==> config.mk <==
export PLATFORM = sky130hd
export DESIGN_NAME = hdlc_addr_screen
export DESIGN_NICKNAME = d
export VERILOG_FILES = /design/src/rtl/hdlc_addr_pkg.sv /design/src/rtl/hdlc_cfg_snap.sv /design/src/rtl/hdlc_masked_cmp.sv /design/src/rtl/hdlc_frame_fsm.sv /design/src/rtl/hdlc_addr_screen.sv
export SDC_FILE = /design/constraint.sdc
export NUM_CORES = 1
export LEC_CHECK = 0
export ABC_AREA = 1
export BUFFER_PORTS_ARGS = -buffer_cell sky130_fd_sc_hd__clkbuf_2
export CAP_MARGIN = 20
export CORE_MARGIN = 2
export CORE_UTILIZATION = 51
export CTS_BUF_LIST = sky130_fd_sc_hd__clkbuf_4 sky130_fd_sc_hd__clkbuf_8
export DETAILED_ROUTE_END_ITERATION = 7
export GPL_TIMING_DRIVEN = 0
export PLACE_DENSITY = 0.75
export SLEW_MARGIN = 20
export SYNTH_ARGS = -nofsm -noshare
export SYNTH_HDL_FRONTEND = slang
export SYNTH_SLANG_ARGS = --single-unit
export TNS_END_PERCENT = 1
==> constraint.sdc <==
create_clock -name clk -period 1.8 [get_ports clk]
set_input_delay 0 -clock clk [delete_from_list [all_inputs] [get_ports clk]]
set_output_delay 0 -clock clk [all_outputs]
set_load 0.02 [all_outputs]
==> src/rtl/hdlc_addr_pkg.sv <==
package hdlc_addr_pkg;
    localparam int BYTE_W     = 8;
    localparam int ADDR_W     = 2 * BYTE_W;
    localparam int N_ADDR_DEF = 4;

    typedef enum logic [2:0] {
        ST_IDLE,
        ST_ADR_LO,
        ST_ADR_HI,
        ST_PASS,
        ST_DROP
    } scr_state_e;

    function automatic logic masked_eq(input logic [ADDR_W-1:0] word,
                                       input logic [ADDR_W-1:0] addr,
                                       input logic [ADDR_W-1:0] mask);
        return ((word ^ addr) & mask) == '0;
    endfunction

    function automatic logic [ADDR_W-1:0] eff_mask(input logic [ADDR_W-1:0] mask,
                                                   input logic wide);
        return wide ? mask : {{BYTE_W{1'b0}}, mask[BYTE_W-1:0]};
    endfunction
endpackage

==> src/rtl/hdlc_cfg_snap.sv <==
module hdlc_cfg_snap
    import hdlc_addr_pkg::*;
#(
    parameter int N_ADDR = N_ADDR_DEF
) (
    input  logic                     clk,
    input  logic                     rst,
    input  logic                     load,
    input  logic                     in_wide,
    input  logic [ADDR_W-1:0]        in_mask,
    input  logic [N_ADDR*ADDR_W-1:0] in_addrs,
    output logic                     q_wide,
    output logic [ADDR_W-1:0]        q_mask,
    output logic [N_ADDR*ADDR_W-1:0] q_addrs
);
    always_ff @(posedge clk) begin
        if (rst) begin
            q_wide  <= 1'b0;
            q_mask  <= '0;
            q_addrs <= '0;
        end else if (load) begin
            q_wide  <= in_wide;
            q_mask  <= in_mask;
            q_addrs <= in_addrs;
        end
    end
endmodule

==> src/rtl/hdlc_masked_cmp.sv <==
module hdlc_masked_cmp
    import hdlc_addr_pkg::*;
#(
    parameter int N_ADDR = N_ADDR_DEF
) (
    input  logic [ADDR_W-1:0]        word,
    input  logic [ADDR_W-1:0]        mask,
    input  logic [N_ADDR*ADDR_W-1:0] addrs,
    output logic [N_ADDR-1:0]        hit
);
    for (genvar i = 0; i < N_ADDR; i++) begin : g_cmp
        assign hit[i] = masked_eq(word, addrs[i*ADDR_W +: ADDR_W], mask);
    end
endmodule

==> src/rtl/hdlc_frame_fsm.sv <==
module hdlc_frame_fsm
    import hdlc_addr_pkg::*;
#(
    parameter int N_ADDR = N_ADDR_DEF
) (
    input  logic              clk,
    input  logic              rst,
    input  logic              frame_start,
    input  logic              frame_end,
    input  logic              byte_vld,
    input  logic [BYTE_W-1:0] byte_in,
    input  logic              wide,
    input  logic [N_ADDR-1:0] hit,
    output logic [ADDR_W-1:0] cmp_word,
    output logic              dec_vld,
    output logic              dec_accept,
    output logic [N_ADDR-1:0] dec_hit,
    output logic              pay_vld,
    output logic [BYTE_W-1:0] pay_byte,
    output logic              pay_end
);
    scr_state_e        state;
    logic [BYTE_W-1:0] lo_q;

    always_comb begin
        if (state == ST_ADR_HI) cmp_word = {byte_in, lo_q};
        else                    cmp_word = {{BYTE_W{1'b0}}, byte_in};
    end

    always_ff @(posedge clk) begin
        if (rst) begin
            state      <= ST_IDLE;
            lo_q       <= '0;
            dec_vld    <= 1'b0;
            dec_accept <= 1'b0;
            dec_hit    <= '0;
            pay_vld    <= 1'b0;
            pay_byte   <= '0;
            pay_end    <= 1'b0;
        end else begin
            dec_vld <= 1'b0;
            pay_vld <= 1'b0;
            pay_end <= 1'b0;
            if (frame_start) begin
                state <= ST_ADR_LO;
            end else if (frame_end) begin
                if (state == ST_ADR_LO || state == ST_ADR_HI) begin
                    dec_vld    <= 1'b1;
                    dec_accept <= 1'b0;
                    dec_hit    <= '0;
                end
                if (state == ST_PASS) pay_end <= 1'b1;
                state <= ST_IDLE;
            end else if (byte_vld) begin
                case (state)
                    ST_ADR_LO, ST_ADR_HI: begin
                        if (state == ST_ADR_LO && wide) begin
                            lo_q  <= byte_in;
                            state <= ST_ADR_HI;
                        end else begin
                            dec_vld    <= 1'b1;
                            dec_hit    <= hit;
                            dec_accept <= |hit;
                            state      <= (|hit) ? ST_PASS : ST_DROP;
                        end
                    end
                    ST_PASS: begin
                        pay_vld  <= 1'b1;
                        pay_byte <= byte_in;
                    end
                    default: ;
                endcase
            end
        end
    end
endmodule

==> src/rtl/hdlc_addr_screen.sv <==
module hdlc_addr_screen
    import hdlc_addr_pkg::*;
#(
    parameter int N_ADDR = N_ADDR_DEF
) (
    input  logic                     clk,
    input  logic                     rst,
    input  logic                     frame_start,
    input  logic                     frame_end,
    input  logic                     byte_vld,
    input  logic [BYTE_W-1:0]        byte_in,
    input  logic                     wide_mode,
    input  logic [ADDR_W-1:0]        cmp_mask,
    input  logic [N_ADDR*ADDR_W-1:0] cmp_addr,
    output logic                     dec_vld,
    output logic                     dec_accept,
    output logic [N_ADDR-1:0]        dec_hit,
    output logic                     pay_vld,
    output logic [BYTE_W-1:0]        pay_byte,
    output logic                     pay_end
);
    logic                     snap_wide;
    logic [ADDR_W-1:0]        snap_mask;
    logic [N_ADDR*ADDR_W-1:0] snap_addrs;
    logic [ADDR_W-1:0]        word;
    logic [N_ADDR-1:0]        hit;

    hdlc_cfg_snap #(.N_ADDR(N_ADDR)) snap_i (
        .clk(clk), .rst(rst), .load(frame_start),
        .in_wide(wide_mode), .in_mask(cmp_mask), .in_addrs(cmp_addr),
        .q_wide(snap_wide), .q_mask(snap_mask), .q_addrs(snap_addrs)
    );

    hdlc_masked_cmp #(.N_ADDR(N_ADDR)) cmp_i (
        .word(word), .mask(eff_mask(snap_mask, snap_wide)),
        .addrs(snap_addrs), .hit(hit)
    );

    hdlc_frame_fsm #(.N_ADDR(N_ADDR)) fsm_i (
        .clk(clk), .rst(rst), .frame_start(frame_start), .frame_end(frame_end),
        .byte_vld(byte_vld), .byte_in(byte_in), .wide(snap_wide), .hit(hit),
        .cmp_word(word), .dec_vld(dec_vld), .dec_accept(dec_accept),
        .dec_hit(dec_hit), .pay_vld(pay_vld), .pay_byte(pay_byte),
        .pay_end(pay_end)
    );
endmodule

## After elaboration in Yosys (flattened, before gate mapping)

Index checks and enable logic that the tools add are counted.

| storage, ports and cells | value |
|---|---|
| logic and storage cells | 73 |
| bits in registers | 108 |
| input bits | 94 |
| output and inout port bits | 16 |

| cells by class | value |
|---|---|
| bitwise gates (word level) | 11 |
| muxes and demuxes | 24 |
| reductions and logical operators | 21 |
| equal/unequal tests | 5 |

Operators with widths:

| cell | count |
|---|---|
| $and 16x16->16 | 4 |
| $logic_not 16->1 | 4 |
| $xor 16x16->16 | 4 |
| $mux 16 | 2 |
| $mux 4 | 5 |
| $mux 1 | 15 |
| $reduce_and 5->1 | 2 |
| $reduce_or 4->1 | 2 |
| $eq 3x2->1 const B | 2 |
| $mux 3 | 2 |
| $reduce_bool 3->1 | 2 |
| $reduce_or 3->1 | 2 |
| $reduce_and 2->1 | 2 |
| $reduce_and 4->1 | 1 |
| $reduce_bool 2->1 | 2 |
| $reduce_or 2->1 | 2 |
| $eq 3x1->1 const B | 1 |
| $not 1->1 | 3 |
| $ne 2x1->1 const B | 1 |
| $ne 2x2->1 const B | 1 |
| $logic_and 1x1->1 | 1 |
| $logic_or 1x1->1 | 1 |

## Logic depth before layout (Yosys ltp)

| depth | value |
|---|---|
| depth after elaboration | 12 |
| gate-level depth with buffers | 14 |
| gate-level depth less buffers | 14 |

## By module

Synthesis repeated with hierarchy kept, for this count alone.

| unflattened totals | value |
|---|---|
| cell total of the unflattened synthesis | 1,032 |
| area, all modules | 5,943.2 um^2 |

By module, submodules not included:

| module | sequential area each (um^2) | area each (um^2) | instances | cells an instance |
|---|---|---|---|---|
| hdlc_cfg_snap | 1,621.6 | 3,325.7 | 1 | 513 |
| hdlc_masked_cmp | 0.0 | 1,312.5 | 1 | 328 |
| hdlc_frame_fsm | 540.5 | 1,239.9 | 1 | 174 |
| hdlc_addr_screen | 0.0 | 65.1 | 1 | 17 |

## Least setup slack after synthesis

OpenSTA, ideal clock, no wires.

| path | value |
|---|---|
| path kind | register to register |
| from | register fsm_i.state[0] |
| to | register fsm_i.state[1] |
| path buffers | 1 |
| setup time | 0.113 ns |
| cell stages (with the launch flop) | 14 |
| setup slack | 0.222 ns |
| arrival | 1.465 ns |
| data required time | 1.687 ns |
| clock period less this slack | 1.578 ns |
| cell sequence | dfxtp_1 -> nor2_4 -> buf_4 -> nand3b_1 -> nand3_1 -> nand3_1 -> nand2_1 -> nor2_1 -> nand2_1 -> nor2_2 -> nor2_1 -> nand3_1 -> nand2_1 -> nor2_1 |

| between the ends | value |
|---|---|
| cells in the longest elaborated chain, start to end | 8 |
| elaborated cells between the ends (all ways) | 21 |
| classes of those cells | eq/ne (2); mux (3); bitwise (8); reduce/logical (8) |

Ends and longest elaborated chain:

| item | RTL line | RTL |
|---|---|---|
| from (decl) | hdlc_frame_fsm.sv:22 | `scr_state_e state;` |
| from (signal assigned) | hdlc_frame_fsm.sv:64 | `state <= (\|hit) ? ST_PASS : ST_DROP;` |
| $eq 3x2->1 | hdlc_frame_fsm.sv:26, hdlc_frame_fsm.sv:55 |  |
| $mux 16 | hdlc_frame_fsm.sv:26 | `if (state == ST_ADR_HI) cmp_word = {byte_in, lo_q};` |
| $xor 16x16->16 | hdlc_addr_pkg.sv:17 | `return ((word ^ addr) & mask) == '0;` |
| $and 16x16->16 | hdlc_addr_pkg.sv:17 |  |
| $logic_not 16->1 | hdlc_addr_pkg.sv:17 |  |
| $reduce_or 4->1 | hdlc_frame_fsm.sv:64 |  |
| $mux 3 | hdlc_frame_fsm.sv:64 |  |
| $mux 3 | hdlc_frame_fsm.sv:57 | `if (state == ST_ADR_LO && wide) begin` |

Several ways; a longest one is shown, not always the timed one.
A chain may end at the register's enable or synchronous reset.

## Worst setup path after layout

| path | value |
|---|---|
| from | register fsm_i.state[0] |
| to | register fsm_i.dec_accept |

| between the ends | value |
|---|---|
| cells in the longest elaborated chain, start to end | 10 |
| elaborated cells between the ends (all ways) | 27 |
| classes of those cells | eq/ne (4); mux (5); bitwise (8); reduce/logical (10) |

Ends and longest elaborated chain:

| item | RTL line | RTL |
|---|---|---|
| $eq 3x2->1 | hdlc_frame_fsm.sv:26, hdlc_frame_fsm.sv:47, hdlc_frame_fsm.sv:55 |  |
| $mux 16 | hdlc_frame_fsm.sv:26 |  |
| $xor 16x16->16 | hdlc_addr_pkg.sv:17 |  |
| $and 16x16->16 | hdlc_addr_pkg.sv:17 |  |
| $logic_not 16->1 | hdlc_addr_pkg.sv:17 |  |
| $reduce_or 4->1 | hdlc_frame_fsm.sv:63 | `dec_accept <= \|hit;` |
| $mux 1 | hdlc_frame_fsm.sv:57 |  |
| $mux 1 | hdlc_frame_fsm.sv:55 | `case (state)` |
| $mux 1 | hdlc_frame_fsm.sv:54 | `end else if (byte_vld) begin` |
| $mux 1 | hdlc_frame_fsm.sv:46 | `end else if (frame_end) begin` |
| to (signal assigned) | hdlc_frame_fsm.sv:63 |  |
| to (decl) | hdlc_frame_fsm.sv:16 | `output logic dec_accept,` |

Several ways; a longest one is shown, not always the timed one. The select of a mux whose other input is x is not followed.

==> summary.txt <==
Route
  • DRC viols: 0
  • Antenna Nets Post-Route: 0
  • WL/cell: 16.8 um
  • Initial drt markers: 529
  • Via Count: between 6,000 and 7,000
  • Vias per Instance: roughly 5.6
  • Final WL: ~20,000 um
  • Drt pass-1 iters: 6

Setup path
  • WP data arrival: 2.28 ns
  • WS Path Type: reg -> reg
  • Crit-path slowest cell: dfxtp_4
  • Worst R2R Setup Slack: -0.17 ns
  • CP startpoint kind: flip-flop
  • Slowest stage delay, CP: approximately 0.37 ns
  • Worst R2R Path Depth: 15
  • Worst Path Required: about 2.1 ns
  • Worst R2R End: fsm_i.dec_accept$_SDFFE_PP0P_
  • Critical path endpoint category: flip-flop
  • Crit-path cells: nor2_4, buf_12, buf_12, nand3_4, nand2_2, nand2_1, nand3_2, nand2_2, nor2_2, nand2_2, nor2_4, nor2_4, nand2_2, nand2_1, a21oi_1
  • CP max FO: 7
  • Top cell by count, worst path: nand2_2
  • Worst reg2reg startpoint: fsm_i.state[0]$_SDFFE_PP0P_

Yosys
  • Post-synthesis sequential area ratio: 0.396
  • Mean Syn Cell Area: around 6.8 sq um
  • Total number of yosys warnings: 0
  • Largest area contributor in the netlist: dfxtp_1
  • Area contributors post-synth: dfxtp_1, nand3_1, o21ai_0
  • #FFs+latches synth: ~110
  • Yosys top cell area share: 0.396
  • Number of library cell types mapped by synthesis: 25
  • Mapped cell area: 5460 sq um
  • Mapped Cells: 806
  • Net Count, Synth: 900

STA
  • RSZ-0062 raised after global routing: true
  • Skew final: 0.0101 ns
  • Final cycle utilization of the critical path: 1.09
  • Worst Max-Slew Pin Slew: about 0.68 ns
  • Hold WS: -0.0144 ns
  • Worst setup margin: -0.170 ns
  • Count of pins over their slew limit: 0
  • Final hold viol count: 1
  • Final Setup Violations: 8
  • Fin crit period: 1.97 ns
  • Max Fclk: 508 MHz
  • Normalized max-slew margin: 0.548

GRT
  • Vias in the first global route: approximately 6,200
  • Initial antenna violation count: 0
  • First-pass GRT wire length: 30,300 um
  • Grt ovf: 0
  • Tot GR Track Use: 0.339
  • Largest net degree at the start of global routing: 17

Cells and area
  • Diode count: 0
  • Final net count: between 1,000 and 1,500
  • Commonest non-fill, non-tap cell in the layout: clkbuf_2
  • Share of cells above drive strength 1: 0.212
  • Synth-to-Final Area Change: 40.6%
  • Commonest non-fill, non-tap cells in the layout: clkbuf_2, dfxtp_1, nand3_1

Floorplan
  • Die height: between 100 and 150 um
  • Die area: around 12,000 sq um
  • Row cnt: 37
  • Width of the die: between 100 and 150 um
  • I/O pin cnt: 110
  • Core box area: ~10,000 sq um
  • Initial Util: 0.527

CTS
  • Clk root buf: clkbuf_8
  • Number of CTS-inserted buffers: 9
  • CTS tree: done
  • H-tree lvl count: 3
  • Clock Sinks: 108
  • Skew-Pair Late Insertion Delay: around 0.38 ns
  • Clock Path Buffers: 2
  • Worst-path clk slew: 0.10 ns

Run status
  • Status: finished, violations left
  • Violated checks: negative hold slack, negative setup slack

Hold path
  • Hold Crit Start: cmp_addr[50]
  • Hold Path End: snap_i.q_addrs[50]$_SDFFE_PP0P_
  • Worst min path class: in -> reg
  • Worst hold path stage count: 3

Power and ir drop
  • Comb pwr share: 0.206
  • P_int: roughly 3.9 mW
  • Switching power: roughly 1.5 mW
  • Leak Pwr: 3.52 nW
  • Part of the power in registers: 0.484
  • Clk network pwr share: 0.309
  • Max VDD drop: just under 600 uV
  • Pwr dens: 702 nW/um^2
  • Net Sw Frac: 0.286

Placed design
  • Pre-CTS setup slack: -0.243 ns
  • I/O Buffers: 108
  • DP HPWL: 12,700 um
  • Placer Congestion: about 0.95

Job
  • Max_cap viols: 0
kinds of logic (layout without fill, tap and decap cells):
kind of cell / after synthesis / count (layout) / share of synthesized area
AO/OA/AOI/OAI: 167 / 167 / 0.153
buffers and inverters: 113 / 335 / 0.0888
flip-flops: 108 / 108 / 0.396
AND/OR/NAND/NOR: 418 / 418 / 0.362
synth_stat cells:
cell type	instances
nand3_1	114
nor2_1	113
nand2_1	112
dfxtp_1	108
o21ai_0	97
inv_1	69
a21oi_1	64
nand3b_1	30
clkbuf_1	29
nand4_1	25
nand2_2	10
buf_4	5
buf_6	5
nor2_2	5
o21ai_1	5
buf_2	4
nand3_2	2
nor4_1	2
a21boi_1	1
buf_1	1
nand2_4	1
nand3_4	1
nor2_4	1
nor3_1	1
nor3_2	1
worst max-delay path: cells and delay by family, from the launching register on:
family	cells	cell delay [ns]
buffers and inverters	2	0.27
AO/OA/AOI/OAI	1	0.15
flip-flops	1	0.37
AND/OR/NAND/NOR	12	1.08
layer usage:
metal / global-route usage / up-vias / share of wire
li1: - / 3133 / -
met2: 0.581 / 347 / 0.48
met3: 0.0569 / 67 / 0.083
met4: 0.175 / 0 / 0.039
met5: 0 / - / 0
met1: 0.405 / 2972 / 0.39
how the worst max path moves through the flow:
| stage | start | to | slack [ns] | depth (start not counted) |
|---|---|---|---|---|
| 2_1_floorplan | fsm_i.state[0]$_SDFFE_PP0P_ | fsm_i.state[1]$_SDFFE_PP0P_ | 0.22 | 13 |
| 3_3_place_gp | fsm_i.state[0]$_SDFFE_PP0P_ | fsm_i.state[0]$_SDFFE_PP0P_ | -0.21 | 14 |
| 3_5_place_dp | fsm_i.state[1]$_SDFFE_PP0P_ | fsm_i.pay_byte[6]$_SDFFE_PP0P_ | -0.24 | 8 |
| 4_1_cts | fsm_i.state[0]$_SDFFE_PP0P_ | fsm_i.state[0]$_SDFFE_PP0P_ | -0.14 | 14 |
| 5_1_grt | fsm_i.state[0]$_SDFFE_PP0P_ | fsm_i.dec_accept$_SDFFE_PP0P_ | -0.27 | 14 |
| 6_report | fsm_i.state[0]$_SDFFE_PP0P_ | fsm_i.dec_accept$_SDFFE_PP0P_ | -0.17 | 15 |
cell type report:
| class | count | area (sq um) |
|---|---|---|
| flip-flops and latches | 108 | 2170 |
| plain buffers | 43 | 289 |
| fillers | 844 | 2690 |
| repair buffers | 207 | 1570 |
| multi-input cells | 585 | 3010 |
| clock buffers | 11 | 145 |
| well taps | 136 | 170 |
| clock inverters | 5 | 75.1 |
| inverters | 69 | 262 |
repair_timing:
| item | CTS | global route |
|---|---|---|
| hold endpoints to repair | 86 | 0 |
| hold buffers | 84 | 0 |
| endpoints found under the setup margin | 24 | 42 |
| buffers inserted | 8 | 4 |
| cloned | 3 | 1 |
| resized for setup | 56 | 25 |
| pin swaps | 35 | 22 |
stage by stage:
step	TNS, ns	util	power, mW	instances	instance area, sq um
floorplan	0	-	3.14	806	5460
global route	-1.69	0.741	5.60	1164	7680
CTS	-0.645	0.731	5.34	1161	7580
global placement	-2.43	0.595	3.44	1050	6170
detailed placement	-2.77	0.595	3.45	1050	6170
finish	-0.817	0.741	5.40	1164	7680
power groups by stage:
stage          registers (mW)  logic [mW]  clock network (mW)
2_1_floorplan            2.64       0.504                   0
3_3_place_gp             2.66       0.785                   0
3_5_place_dp             2.66       0.792                   0
4_1_cts                  2.60        1.07                1.67
5_1_grt                  2.63        1.21                1.76
6_report                 2.61        1.11                1.67
sequential cells by signal, indices dropped and copies added (netlist names):
signal,flops
fsm_i.dec_accept,1
fsm_i.dec_hit,4
fsm_i.dec_vld,1
fsm_i.lo_q,8
fsm_i.pay_byte,8
fsm_i.pay_end,1
fsm_i.pay_vld,1
fsm_i.state,3
snap_i.q_addrs,64
snap_i.q_mask,16
snap_i.q_wide,1
(Power assumes the default switching activity.)
